--- src/rtl/bypass_pkg.sv ---
package bypass_pkg;

  typedef enum logic [1:0] {
    SRC_RF  = 2'b00,
    SRC_WB  = 2'b01,
    SRC_MEM = 2'b10
  } fwdSrc_t;

  typedef struct packed {
    logic pcHold;
    logic ifidHold;
    logic bubble;
  } stallStrobes_t;

endpackage

--- src/rtl/bypass_match.sv ---
module bypass_match #(
  parameter int AW = 5
) (
  input  logic [AW-1:0] srcReg,
  input  logic [AW-1:0] dstReg,
  input  logic          wen,
  output logic          hit
);
  localparam logic [AW-1:0] ZERO_REG = '0;

  always_comb begin
    hit = wen && (dstReg != ZERO_REG) && (dstReg == srcReg);
  end
endmodule

--- src/rtl/bypass_datapath.sv ---
module bypass_datapath
  import bypass_pkg::*;
#(
  parameter int AW      = 5,
  parameter int NUM_OPS = 2
) (
  input  logic                         clk,
  input  logic                         rst_n,
  input  logic [NUM_OPS-1:0][AW-1:0]   opSrc,
  input  logic [AW-1:0]                exmemDst,
  input  logic                         exmemWen,
  input  logic [AW-1:0]                memwbDst,
  input  logic                         memwbWen,
  output logic [NUM_OPS-1:0][1:0]      fwdSel
);

  for (genvar g = 0; g < NUM_OPS; g++) begin : g_op
    logic memHit;
    logic wbHit;

    bypass_match #(.AW(AW)) u_memCmp (
      .srcReg(opSrc[g]), .dstReg(exmemDst), .wen(exmemWen), .hit(memHit)
    );
    bypass_match #(.AW(AW)) u_wbCmp (
      .srcReg(opSrc[g]), .dstReg(memwbDst), .wen(memwbWen), .hit(wbHit)
    );

    // younger producer has priority
    always_comb begin
      if (memHit)     fwdSel[g] = SRC_MEM;
      else if (wbHit) fwdSel[g] = SRC_WB;
      else            fwdSel[g] = SRC_RF;
    end

    // enabled nonzero exec/mem match always wins
    p_mem_wins_r3: assert property (@(posedge clk) disable iff (!rst_n)
      (exmemWen && exmemDst != '0 && exmemDst == opSrc[g]) |-> fwdSel[g] == SRC_MEM);

    // mem/wb only selected when exec/mem cannot supply the operand
    p_wb_only_r2: assert property (@(posedge clk) disable iff (!rst_n)
      (fwdSel[g] == SRC_WB) |-> (memwbWen && memwbDst == opSrc[g] &&
        !(exmemWen && exmemDst == opSrc[g])));

    // disabled writers never forward
    p_wen_low_r4: assert property (@(posedge clk) disable iff (!rst_n)
      (!exmemWen && !memwbWen) |-> fwdSel[g] == SRC_RF);

    // register 0 never forwards
    p_zero_reg_r5: assert property (@(posedge clk) disable iff (!rst_n)
      (opSrc[g] == '0) |-> fwdSel[g] == SRC_RF);

    // no illegal select code
    p_sel_legal_r6: assert property (@(posedge clk) disable iff (!rst_n)
      $onehot0(fwdSel[g]));
  end

endmodule

--- src/rtl/hazard_ctrl.sv ---
module hazard_ctrl
  import bypass_pkg::*;
#(
  parameter int AW = 5
) (
  input  logic          clk,
  input  logic          rst_n,
  input  logic [AW-1:0] idSrcA,
  input  logic [AW-1:0] idSrcB,
  input  logic [AW-1:0] idexDst,
  input  logic          idexLoad,
  output stallStrobes_t strobes
);
  logic hitA;
  logic hitB;
  logic loadUse;

  bypass_match #(.AW(AW)) u_cmpA (
    .srcReg(idSrcA), .dstReg(idexDst), .wen(idexLoad), .hit(hitA)
  );
  bypass_match #(.AW(AW)) u_cmpB (
    .srcReg(idSrcB), .dstReg(idexDst), .wen(idexLoad), .hit(hitB)
  );

  always_comb begin
    loadUse          = hitA || hitB;
    strobes.pcHold   = loadUse;
    strobes.ifidHold = loadUse;
    strobes.bubble   = loadUse;
  end

  // the three strobes move together
  p_stall_together_r7: assert property (@(posedge clk) disable iff (!rst_n)
    strobes.pcHold |-> (strobes.ifidHold && strobes.bubble));

  // matching load always stalls
  p_load_match_r7: assert property (@(posedge clk) disable iff (!rst_n)
    (idexLoad && idexDst != '0 && (idexDst == idSrcA || idexDst == idSrcB))
      |-> strobes.pcHold);

  // no stall without a load
  p_no_load_r8: assert property (@(posedge clk) disable iff (!rst_n)
    !idexLoad |-> !strobes.pcHold);

  // a load to register 0 never stalls
  p_zero_dst_r8: assert property (@(posedge clk) disable iff (!rst_n)
    (idexDst == '0) |-> !strobes.bubble);

endmodule

--- src/rtl/bypass_unit.sv ---
module bypass_unit
  import bypass_pkg::*;
#(
  parameter int AW = 5
) (
  input  logic          clk,
  input  logic          rst_n,
  input  logic [AW-1:0] exSrcA,
  input  logic [AW-1:0] exSrcB,
  input  logic [AW-1:0] exmemDst,
  input  logic          exmemWen,
  input  logic [AW-1:0] memwbDst,
  input  logic          memwbWen,
  input  logic [AW-1:0] idSrcA,
  input  logic [AW-1:0] idSrcB,
  input  logic [AW-1:0] idexDst,
  input  logic          idexLoad,
  output logic [1:0]    fwdSelA,
  output logic [1:0]    fwdSelB,
  output logic          pcHold,
  output logic          ifidHold,
  output logic          idexBubble
);
  localparam int NUM_OPS = 2;

  logic [NUM_OPS-1:0][AW-1:0] opSrc;
  logic [NUM_OPS-1:0][1:0]    opSel;
  stallStrobes_t              strobes;

  assign opSrc[0] = exSrcA;
  assign opSrc[1] = exSrcB;

  bypass_datapath #(.AW(AW), .NUM_OPS(NUM_OPS)) u_datapath (
    .clk(clk), .rst_n(rst_n), .opSrc(opSrc),
    .exmemDst(exmemDst), .exmemWen(exmemWen),
    .memwbDst(memwbDst), .memwbWen(memwbWen),
    .fwdSel(opSel)
  );

  hazard_ctrl #(.AW(AW)) u_ctrl (
    .clk(clk), .rst_n(rst_n), .idSrcA(idSrcA), .idSrcB(idSrcB),
    .idexDst(idexDst), .idexLoad(idexLoad), .strobes(strobes)
  );

  assign fwdSelA    = opSel[0];
  assign fwdSelB    = opSel[1];
  assign pcHold     = strobes.pcHold;
  assign ifidHold   = strobes.ifidHold;
  assign idexBubble = strobes.bubble;

endmodule

--- config.mk ---
export PLATFORM = sky130hd
export DESIGN_NAME = bypass_unit
export DESIGN_NICKNAME = d
export VERILOG_FILES = /design/src/rtl/bypass_pkg.sv /design/src/rtl/bypass_match.sv /design/src/rtl/bypass_datapath.sv /design/src/rtl/hazard_ctrl.sv /design/src/rtl/bypass_unit.sv
export SDC_FILE = /design/constraint.sdc
export NUM_CORES = 1
export LEC_CHECK = 0
export BUFFER_PORTS_ARGS = -buffer_cell sky130_fd_sc_hd__buf_2
export CORE_AREA = 2 2 39 41
export DETAILED_ROUTE_END_ITERATION = 16
export DIE_AREA = 0 0 41 43
export PLACE_DENSITY = 0.76
export SLEW_MARGIN = 5
export SYNTH_ARGS = -nofsm -noshare
export SYNTH_HDL_FRONTEND = slang
export SYNTH_SLANG_ARGS = --single-unit
--- constraint.sdc ---
create_clock -name vclk -period 3.9
set_clock_uncertainty 0.2 [all_clocks]
set_input_delay 1.17 -clock vclk [all_inputs]
set_output_delay 1.17 -clock vclk [all_outputs]
set_load 0.05 [all_outputs]
==> impl_results.md <==
- Final Hold Viols: 0
- Syn-to-layout area delta: 89.9%
- Power density cells: about 110 nW/µm²
- Post-layout util: 0.579
- Netlist Area Pre-Place: ~420 µm²
- Final worst path period share: 0.995
- CP required: approximately 2500 ps
- Final Hold Slack: roughly 2600 ps
- Pre-antenna DRT Iters: 2
- Synth top cells by count: 20 x xor2_1, 10 x xnor2_1, 5 x or4_1, 4 x buf_4, 4 x nand3_1
- GRT overflow: 0
- Nets@finish: about 150
- RD Place Congestion: 0.770
- Crit-path max FO: 2
- Sw power: 42.2 µW
- Die width: approximately 41 µm
- Crit path from: memwbDst[4]
- Actual slew at the worst max-slew pin: approximately 400 ps
- First-pass GRT wire length: about 2.0 mm
- Initial cell density of the core: 0.305
- Top-count cell post-synth: xor2_1
- Crit Path Class: in -> out
- Sequential Area: 0 µm²
- Drt drc: 0
- Final std cells w/o fill: 120
- Gate power share: 1.000
- Launch point of the worst hold path: idexLoad
- WL/cell: 10.8 µm
- CP arrival: 2510 ps
- Post-route ant nets: 0
- Total Power: about 86 µW
- Antenna violations before repair: 0
- Placed insts: about 120
- Synth top area cells: xor2_1 42%, xnor2_1 21%, or4_1 8.9%
- Via Count: roughly 550
- Core area: 1380 µm²
- Antenna diodes: 0
- Max-slew violation count: 0
- Die height: between 40 and 50 µm
- Switching share of power: 0.489
- RSZ-0062 raised after global routing: yes
- M2 GR Usage: 0.297
- Mapped Nets: 93
- Final WL: around 1.3 mm
- Largest net degree at the start of global routing: 4
- Status: finished, final reports clean
- Gate Count Post-Synth: 53
- Initial DRC Count: 1
- Max-cap viol count: 0
- Critical Path End Type: output pin
- Row count: 14
- Hold buffers post-CTS: 0
- Sequential area share after synthesis: 0
- Aggregate global-route resource usage: 0.158
- IO Pins: 47
- Setup Viol. Count Final: 0
- Min-delay worst type: in -> out
- Startpoint Class: input pin
- Yosys cell types: 12
- Clock power share: 0
- Power share of the sequential group: 0
- Die ar.: roughly 1800 µm²
- Synth area leader: xor2_1
- DR vias/cell: between 4 and 5
- Mean Syn Cell Area: approximately 8 µm²
- Yosys Warn Count: 0
- Share of the synthesized area in the top cell type: 0.415
- P_int: around 44 µW
- Vias in the first global route: 537
- Setup TNS: 0 ps
- Met1 usage: 0.187
- IO Port Bufs: 45
- Max Fclk: about 260 MHz
- Normalized max-slew margin: 0.733
- Static Leak: 0.000376 µW
- Share of layout cells above drive strength 1: 0.635
- Seq_cells: 0
- Min cycle time layout: 3880 ps
- Most Used Layer, Global Route: met2
- Met3 Usage GRT: 0.0105
- Number of clock buffers in the layout: 0
- Maximum VDD drop: roughly 0.000047 V
power groups by stage:
| stage | clock, µW | sequential (µW) | combinational [µW] |
|---|---|---|---|
| 2_1_floorplan | 0 | 0 | 39.4 |
| 5_1_grt | 0 | 0 | 93.9 |
| 3_3_place_gp | 0 | 0 | 77.2 |
| 4_1_cts | 0 | 0 | 81.3 |
| 3_5_place_dp | 0 | 0 | 79.0 |
| 6_report | 0 | 0 | 86.3 |
path summary, 6_finish.rpt:
check | to | cells past startpoint
worst max-delay path | fwdSelA[0] | 6
worst min-delay path | pcHold | 4
stage by stage:
step | setup slack (ps) | instance area (µm²)
5_1_grt | -29.0 | 801
6_report | 20.9 | 801
3_5_place_dp | -105 | 729
4_1_cts | -19.3 | 754
3_3_place_gp | -80.5 | 729
2_1_floorplan | -70.5 | 447
worst max-delay path, cell delays in order:
cell    delay [ps]
buf_6           90
buf_6          100
xor2_1         150
or4_4          500
nor4_4         300
buf_6          190
timing repair:
action,CTS,global route
setup endpoints to repair,3,2
pin swaps,0,4
gates cloned,0,0
hold endpoints to repair,0,0
gates resized for setup,6,9
buffers inserted,0,1
routing by layer:
metal	up-vias	part of all wire
met4	0	0.0093
met3	2	0.050
met2	17	0.57
li1	285	-
met5	-	0
met1	242	0.37
layout make-up:
type	count	area (µm²)
fillers	137	583
multi-input cells	49	452
well taps	16	20.0
repair buffers	55	329
cells in the final DEF (no fill, tap or decap), drive strengths merged:
master / n
xnor2: 10
nor3: 2
buf: 55
xor2: 20
nor4: 4
o21ai: 3
nand3: 4
or4: 5
a21oi: 1
logic make-up (layout without fill, tap and decap cells):
family,Yosys count,count (layout),share of synthesized area
AO/OA/AOI/OAI,4,4,0.0563
XOR/XNOR,30,30,0.623
buffers and inverters,4,55,0.0712
AND/OR/NAND/NOR,15,15,0.249
Power figures use the tool's default switching activity.
